**src/rtl/ctrl_regfile.sv**
```systemverilog
module ctrl_regfile #(
  parameter int PAGE_BITS = 12
) (
  input  logic        clk,
  input  logic        rst_n,
  input  logic        cop_type,
  input  logic        acc_valid,
  input  logic        acc_write,
  input  logic [1:0]  acc_idx,
  input  logic [31:0] acc_wdata,
  output logic [31:0] acc_rdata,
  output logic        gp_fault,
  output logic        ud_fault,
  input  logic        fault_addr_valid,
  input  logic [31:0] fault_addr,
  input  logic        task_switch,
  input  logic        task_pdbr_load,
  input  logic [31:0] task_pdbr,
  input  logic        fp_op,
  input  logic        wait_op,
  output logic        dna_trap,
  output logic        emu_trap,
  output logic        prot_en,
  output logic        paging_en,
  output logic        tlb_flush
);
  localparam logic [31:0] BASE_MASK = ~((32'd1 << PAGE_BITS) - 32'd1);

  logic pe, mp, em, ts, et, pg;
  logic [31:0] fault_lin, pdbr;
  logic unused_bits;

  wire wr      = acc_valid & acc_write;
  wire cw_wr   = wr & (acc_idx == 2'd0);
  wire cw_ok   = cw_wr & ~gp_fault;
  wire fa_wr   = wr & (acc_idx == 2'd2);
  wire db_wr   = wr & (acc_idx == 2'd3);
  wire [31:0] task_base = task_pdbr & BASE_MASK;

  assign unused_bits = ^acc_wdata[30:4];
  assign ud_fault  = acc_valid & (acc_idx == 2'd1);
  assign gp_fault  = cw_wr & acc_wdata[31] & ~acc_wdata[0];
  assign emu_trap  = fp_op & em;
  assign dna_trap  = (fp_op & ~em & ts) | (wait_op & mp & ts);
  assign prot_en   = pe;
  assign paging_en = pg;

  always_comb begin
    case (acc_idx)
      2'd0:    acc_rdata = {pg, 26'd0, et, ts, em, mp, pe};
      2'd2:    acc_rdata = fault_lin;
      2'd3:    acc_rdata = pdbr;
      default: acc_rdata = 32'd0;
    endcase
  end

  always_ff @(posedge clk) begin
    if (!rst_n) begin
      {pe, mp, em, ts, pg} <= '0;
      et        <= cop_type;
      fault_lin <= '0;
      pdbr      <= '0;
      tlb_flush <= 1'b0;
    end else begin
      if (cw_ok) begin
        pe <= acc_wdata[0];
        mp <= acc_wdata[1];
        em <= acc_wdata[2];
        pg <= acc_wdata[31];
      end
      ts <= task_switch | (cw_ok ? acc_wdata[3] : ts);
      if (fault_addr_valid) fault_lin <= fault_addr;
      else if (fa_wr)       fault_lin <= acc_wdata;
      if (task_pdbr_load)   pdbr <= task_base;
      else if (db_wr)       pdbr <= acc_wdata & BASE_MASK;
      tlb_flush <= db_wr | (task_pdbr_load & (task_base != pdbr));
    end
  end
endmodule

```
**config.mk**
```make
export PLATFORM = sky130hd
export DESIGN_NAME = ctrl_regfile
export DESIGN_NICKNAME = d
export VERILOG_FILES = /design/src/rtl/ctrl_regfile.sv
export SDC_FILE = /design/constraint.sdc
export NUM_CORES = 1
export LEC_CHECK = 0
export BUFFER_PORTS_ARGS = -buffer_cell sky130_fd_sc_hd__buf_2
export CELL_PAD_IN_SITES_DETAIL_PLACEMENT = 2
export CELL_PAD_IN_SITES_GLOBAL_PLACEMENT = 2
export CORE_MARGIN = 1.5
export CORE_UTILIZATION = 28
export CTS_BUF_LIST = sky130_fd_sc_hd__clkbuf_8
export DETAILED_ROUTE_END_ITERATION = 12
export PLACE_DENSITY_LB_ADDON = 0.1
export SETUP_SLACK_MARGIN = 0.5
export SYNTH_ARGS = -nofsm -noshare
export SYNTH_HDL_FRONTEND = slang
export SYNTH_SLANG_ARGS = --single-unit
```
**constraint.sdc**
```tcl
create_clock -name clk -period 1.5 [get_ports clk]
set_input_delay 0.075 -clock clk [delete_from_list [all_inputs] [get_ports clk]]
set_output_delay 0.075 -clock clk [all_outputs]
set_load 0.01 [all_outputs]
```
Word level (Yosys, flattened, before mapping)
Index checks and enable logic that the tools add are counted.
Widths: inputs -> output; s select.
{"block": "op_classes", "eq_ne": 4, "mux": 6, "n_bitwise": 20, "n_reduce_logical": 3}
{"cell": "$mux 32", "n": 4}
{"cell": "$pmux 32 s3", "n": 1}
{"cell": "$ne 20x20->1", "n": 1}
{"cell": "$and 1x1->1", "n": 14}
{"cell": "$eq 2x2->1 const B", "n": 2}
{"cell": "$reduce_bool 2->1", "n": 2}
{"cell": "$not 1->1", "n": 3}
{"cell": "$or 1x1->1", "n": 3}
{"cell": "$eq 2x1->1 const B", "n": 1}
{"cell": "$logic_not 2->1", "n": 1}
{"cell": "$mux 1", "n": 1}
{"block": "totals", "regBits": 59, "inputBits": 108, "elab_cells": 42}

Logic depth before layout (Yosys ltp)
{"block": "logic_depth", "ltp_word": 8, "depth_mapped": 5}

Least setup slack after synthesis
OpenSTA, ideal clock, no wires.
{"block": "synth_timing", "kind": "reg2reg", "start": "reg pdbr[22]", "end": "reg tlb_flush", "setup_time_ps": 141, "arrival_time_ps": 926, "required_time_ps": 1359, "slack_ps": 433, "stages_incl_launch_ff": 5, "n_path_buf": 0, "period_less_slack_ps": 1067, "path_cell_list": "dfxtp_1 xnor2_1 nand4_1 nor4_1 a41oi_1"}
{"block": "synth_between", "elab_chain_len": 3}
{"item": "from (decl)", "line": "30", "source": "logic [31:0] fault_lin, pdbr;"}
{"item": "from (signal assigned)", "line": "74", "source": "if (task_pdbr_load) pdbr <= task_base;"}
{"item": "from (signal assigned)", "line": "75", "source": "else if (db_wr) pdbr <= acc_wdata & BASE_MASK;"}
{"item": "$ne 20x20->1", "line": "76", "source": "tlb_flush <= db_wr | (task_pdbr_load & (task_base != pdbr));"}
{"item": "$and 1x1->1", "line": "76"}
{"item": "$or 1x1->1", "line": "76"}
{"item": "to (signal assigned)", "line": "76"}
{"item": "to (decl)", "line": "25", "source": "output logic tlb_flush"}
Every way passes these cells.
A chain may end at the register's enable or synchronous reset.

Worst setup path in the final report
{"block": "layout_timing", "start": "reg fault_lin[31]", "end": "out acc_rdata[31]"}
{"block": "layout_between", "elab_chain_len": 1}
{"item": "from (decl)", "line": "30"}
{"item": "from (signal assigned)", "line": "72", "source": "if (fault_addr_valid) fault_lin <= fault_addr;"}
{"item": "from (signal assigned)", "line": "73", "source": "else if (fa_wr) fault_lin <= acc_wdata;"}
{"item": "$pmux 32 s3", "line": "49", "source": "case (acc_idx)"}
{"item": "to (decl)", "line": "11", "source": "output logic [31:0] acc_rdata,"}
Every way passes these cells.

==> impl_metrics.py <==
metrics = {
    "grt": {
        "grt_pass1_vias": 3694,
        "grt_usage": 0.191,
        "antenna_found_initial": 0,
        "grt_pass1_wl_um": 18900,
        "grt_overflow_total": 0,
        "grt_max_degree": 42,
    },
    "place": {
        "gp_congestion": 0.705,
        "portBuffers": 134,
        "placed_cell_area_mm2": 0.00441,
        "place_hpwl_um": 8840,
    },
    "clock_tree": {
        "clk_latency_ns": 0.33,
        "clockBufferDepth": 2,
        "tritoncts": "yes",
        "clock_sinks": 59,
        "path_clk_slew_ns": 0.06,
        "h-tree-depth": 3,
        "cts_buffers": 9,
        "cts_root_buffer": "clkbuf_8",
    },
    "synthesis": {
        "async_flop_share": 0,
        "synth_area_mm2": 0.00347,
        "synth-edff-count": 1,
        "ys_types": 30,
        "synth-seq-cells": 59,
        "synthFlopType": "dfxtp_1",
        "ys_warn_count": 0,
        "netlist_instances": 376,
        "seq_area_frac_synth": 0.343,
        "syn_area_per_cell_um2": 9.23,
        "synthesis.nets": 484,
    },
    "detailed_routing": {
        "drtIter0Drc": 111,
        "drt_pre_antenna_iters": 4,
        "postRouteAntennaNets": 0,
        "avgRoutedWirePerCell_um": 17.3,
        "wirelength_um": 12600,
        "drc": 0,
        "via_per_inst": 4.65,
        "via_count": 3383,
    },
    "critical_path": {
        "criticalPathCategory": "flip-flop to output port",
        "timing.rr.start": "pdbr[17]",
        "crit_arrival_ns": 1.22,
        "start_kind": "flip-flop",
        "worstSetupStartpoint": "fault_lin[31]",
        "worst-path-max-fanout": 2,
        "end_kind": "output port",
        "required_ns": 1.42,
        "reg2reg_slack_ns": 0.24,
    },
    "final_layout": {
        "drive_gt1_frac": 0.476,
        "antenna_cells": 0,
        "layout_commonest_cell": "buf_2",
        "finish.instance_area_mm2": 0.00527,
        "fin_util": 0.437,
        "n_fill_cell": 1313,
        "final_cell_mix": "123 x buf_2, 76 x mux2i_1, 40 x nor2_1",
        "nNetsFinal": 663,
        "syn2layout_area_growth_pct": 51.8,
    },
    "power_and_ir_drop": {
        "power_density_mw_per_mm2": 742,
        "ir_drop_uv": 358,
        "p_leak_nw": 2.66,
    },
    "die": {
        "row_count": 40,
        "die_w_um": 114,
        "dieHeight_um": 114,
        "dieArea_mm2": 0.0131,
        "core-area_mm2": 0.0121,
        "io_pins": 147,
        "start_util": 0.288,
    },
    "sta": {
        "final.setup_skew_ns": 0.00800,
        "rsz0062_at_grt": "yes",
        "clock.fmax_ghz": 0.774,
        "slew_violations": 0,
        "tightest_slew_ns": 0.381,
        "timing.final.crit_share": 0.861,
        "hold_violations": 0,
        "setup_violations": 0,
        "whs_ns": 0.0284,
        "setup_tns_ns": 0,
        "fin_crit_ns": 1.29,
        "relSlewSlack": 0.746,
    },
    "status": {
        "status": "complete, no violations",
    },
    "run": {
        "maxCapViolations": 0,
    },
    "hold_path": {
        "hold_class": "primary input to flip-flop",
        "min-delay-start": "fault_addr[15]",
    },
}
[registers in the layout (all words and copies together) (netlist names)]
register,flops
fault_lin,32
pdbr,20
em,1
et,1
mp,1
paging_en,1
prot_en,1
tlb_flush,1
ts,1
[critical path, stage by stage (launching register included)]
cell and delay, ns:
dfxtp_1 0.31, mux2_4 0.27, a22o_1 0.19, buf_6 0.12
[Yosys cell counts, drive strengths merged, types with 2 or more instances]
library cell | n | area [um^2]
nand4 | 4 | 31.3
and2 | 28 | 175
inv | 3 | 11.3
nand3 | 4 | 20.0
mux2i | 77 | 771
nand2b | 2 | 12.5
a21oi | 5 | 25.0
clkbuf | 11 | 41.3
nor2 | 41 | 154
nor2b | 20 | 125
xnor2 | 16 | 140
buf | 13 | 81.3
nand2 | 26 | 97.6
dfxtp | 58 | 1160
mux2 | 33 | 372
o21ai | 23 | 115
nor4 | 2 | 12.5
xor2 | 4 | 35.0
[worst paths after layout]
path	endpoint	cells past startpoint
worst max register to register	tlb_flush	4
worst min register to register	mp	2
worst max-delay path	acc_rdata[31]	3
worst min-delay path	fault_lin[15]	3
[where the power goes]
part | switching (mW) | internal (mW)
sequential | 0.0640 | 1.67
combinational | 0.417 | 0.512
clock | 0.628 | 0.615
total | 1.11 | 2.80
[cell families (layout without fill, tap and decap cells)]
kind of cell / count (synthesis) / count (layout) / synth area share
buf+inv: 27 / 210 / 0.0386
xor+xnor: 20 / 20 / 0.0504
mux: 110 / 110 / 0.329
flops: 59 / 59 / 0.343
compound gates: 31 / 31 / 0.0476
simple gates: 129 / 129 / 0.191
[layout make-up]
type                    count  area [um^2]  area share
clock inverters             5         22.5     0.00427
clock buffers              10          138      0.0261
inverters                   3         11.3     0.00214
repair buffers            192         1340       0.254
flip-flops and latches     59         1240       0.236
multi-input cells         290         2310       0.438
well taps                 168          210      0.0399
[per-stage QoR]
step / std cells / worst slack (ns) / total power [mW]
after floorplan: 376 / 0.454 / 2.21
after global placement: 670 / 0.136 / 2.53
after detailed placement: 670 / 0.126 / 2.56
after CTS: 725 / 0.167 / 3.94
after global routing: 727 / 0.154 / 4.15
final: 727 / 0.208 / 3.91
[repair_timing]
| action | in CTS | in global routing |
|---|---|---|
| hold buffers | 35 | 0 |
| endpoints found under the hold margin | 35 | 0 |
| gates resized for setup | 28 | 53 |
| buffers inserted | 4 | 1 |
| pin swaps | 4 | 8 |
| setup endpoints to repair | 41 | 70 |
| cloned | 1 | 1 |
[metal layers]
metal,global-route usage,up-vias,share of wire
li1,-,1640,-
met1,0.224,1640,0.42
met2,0.359,93,0.52
met3,0.0371,10,0.044
met4,0.0433,0,0.0076
met5,0,-,0
Power figures use the tool's default switching activity.
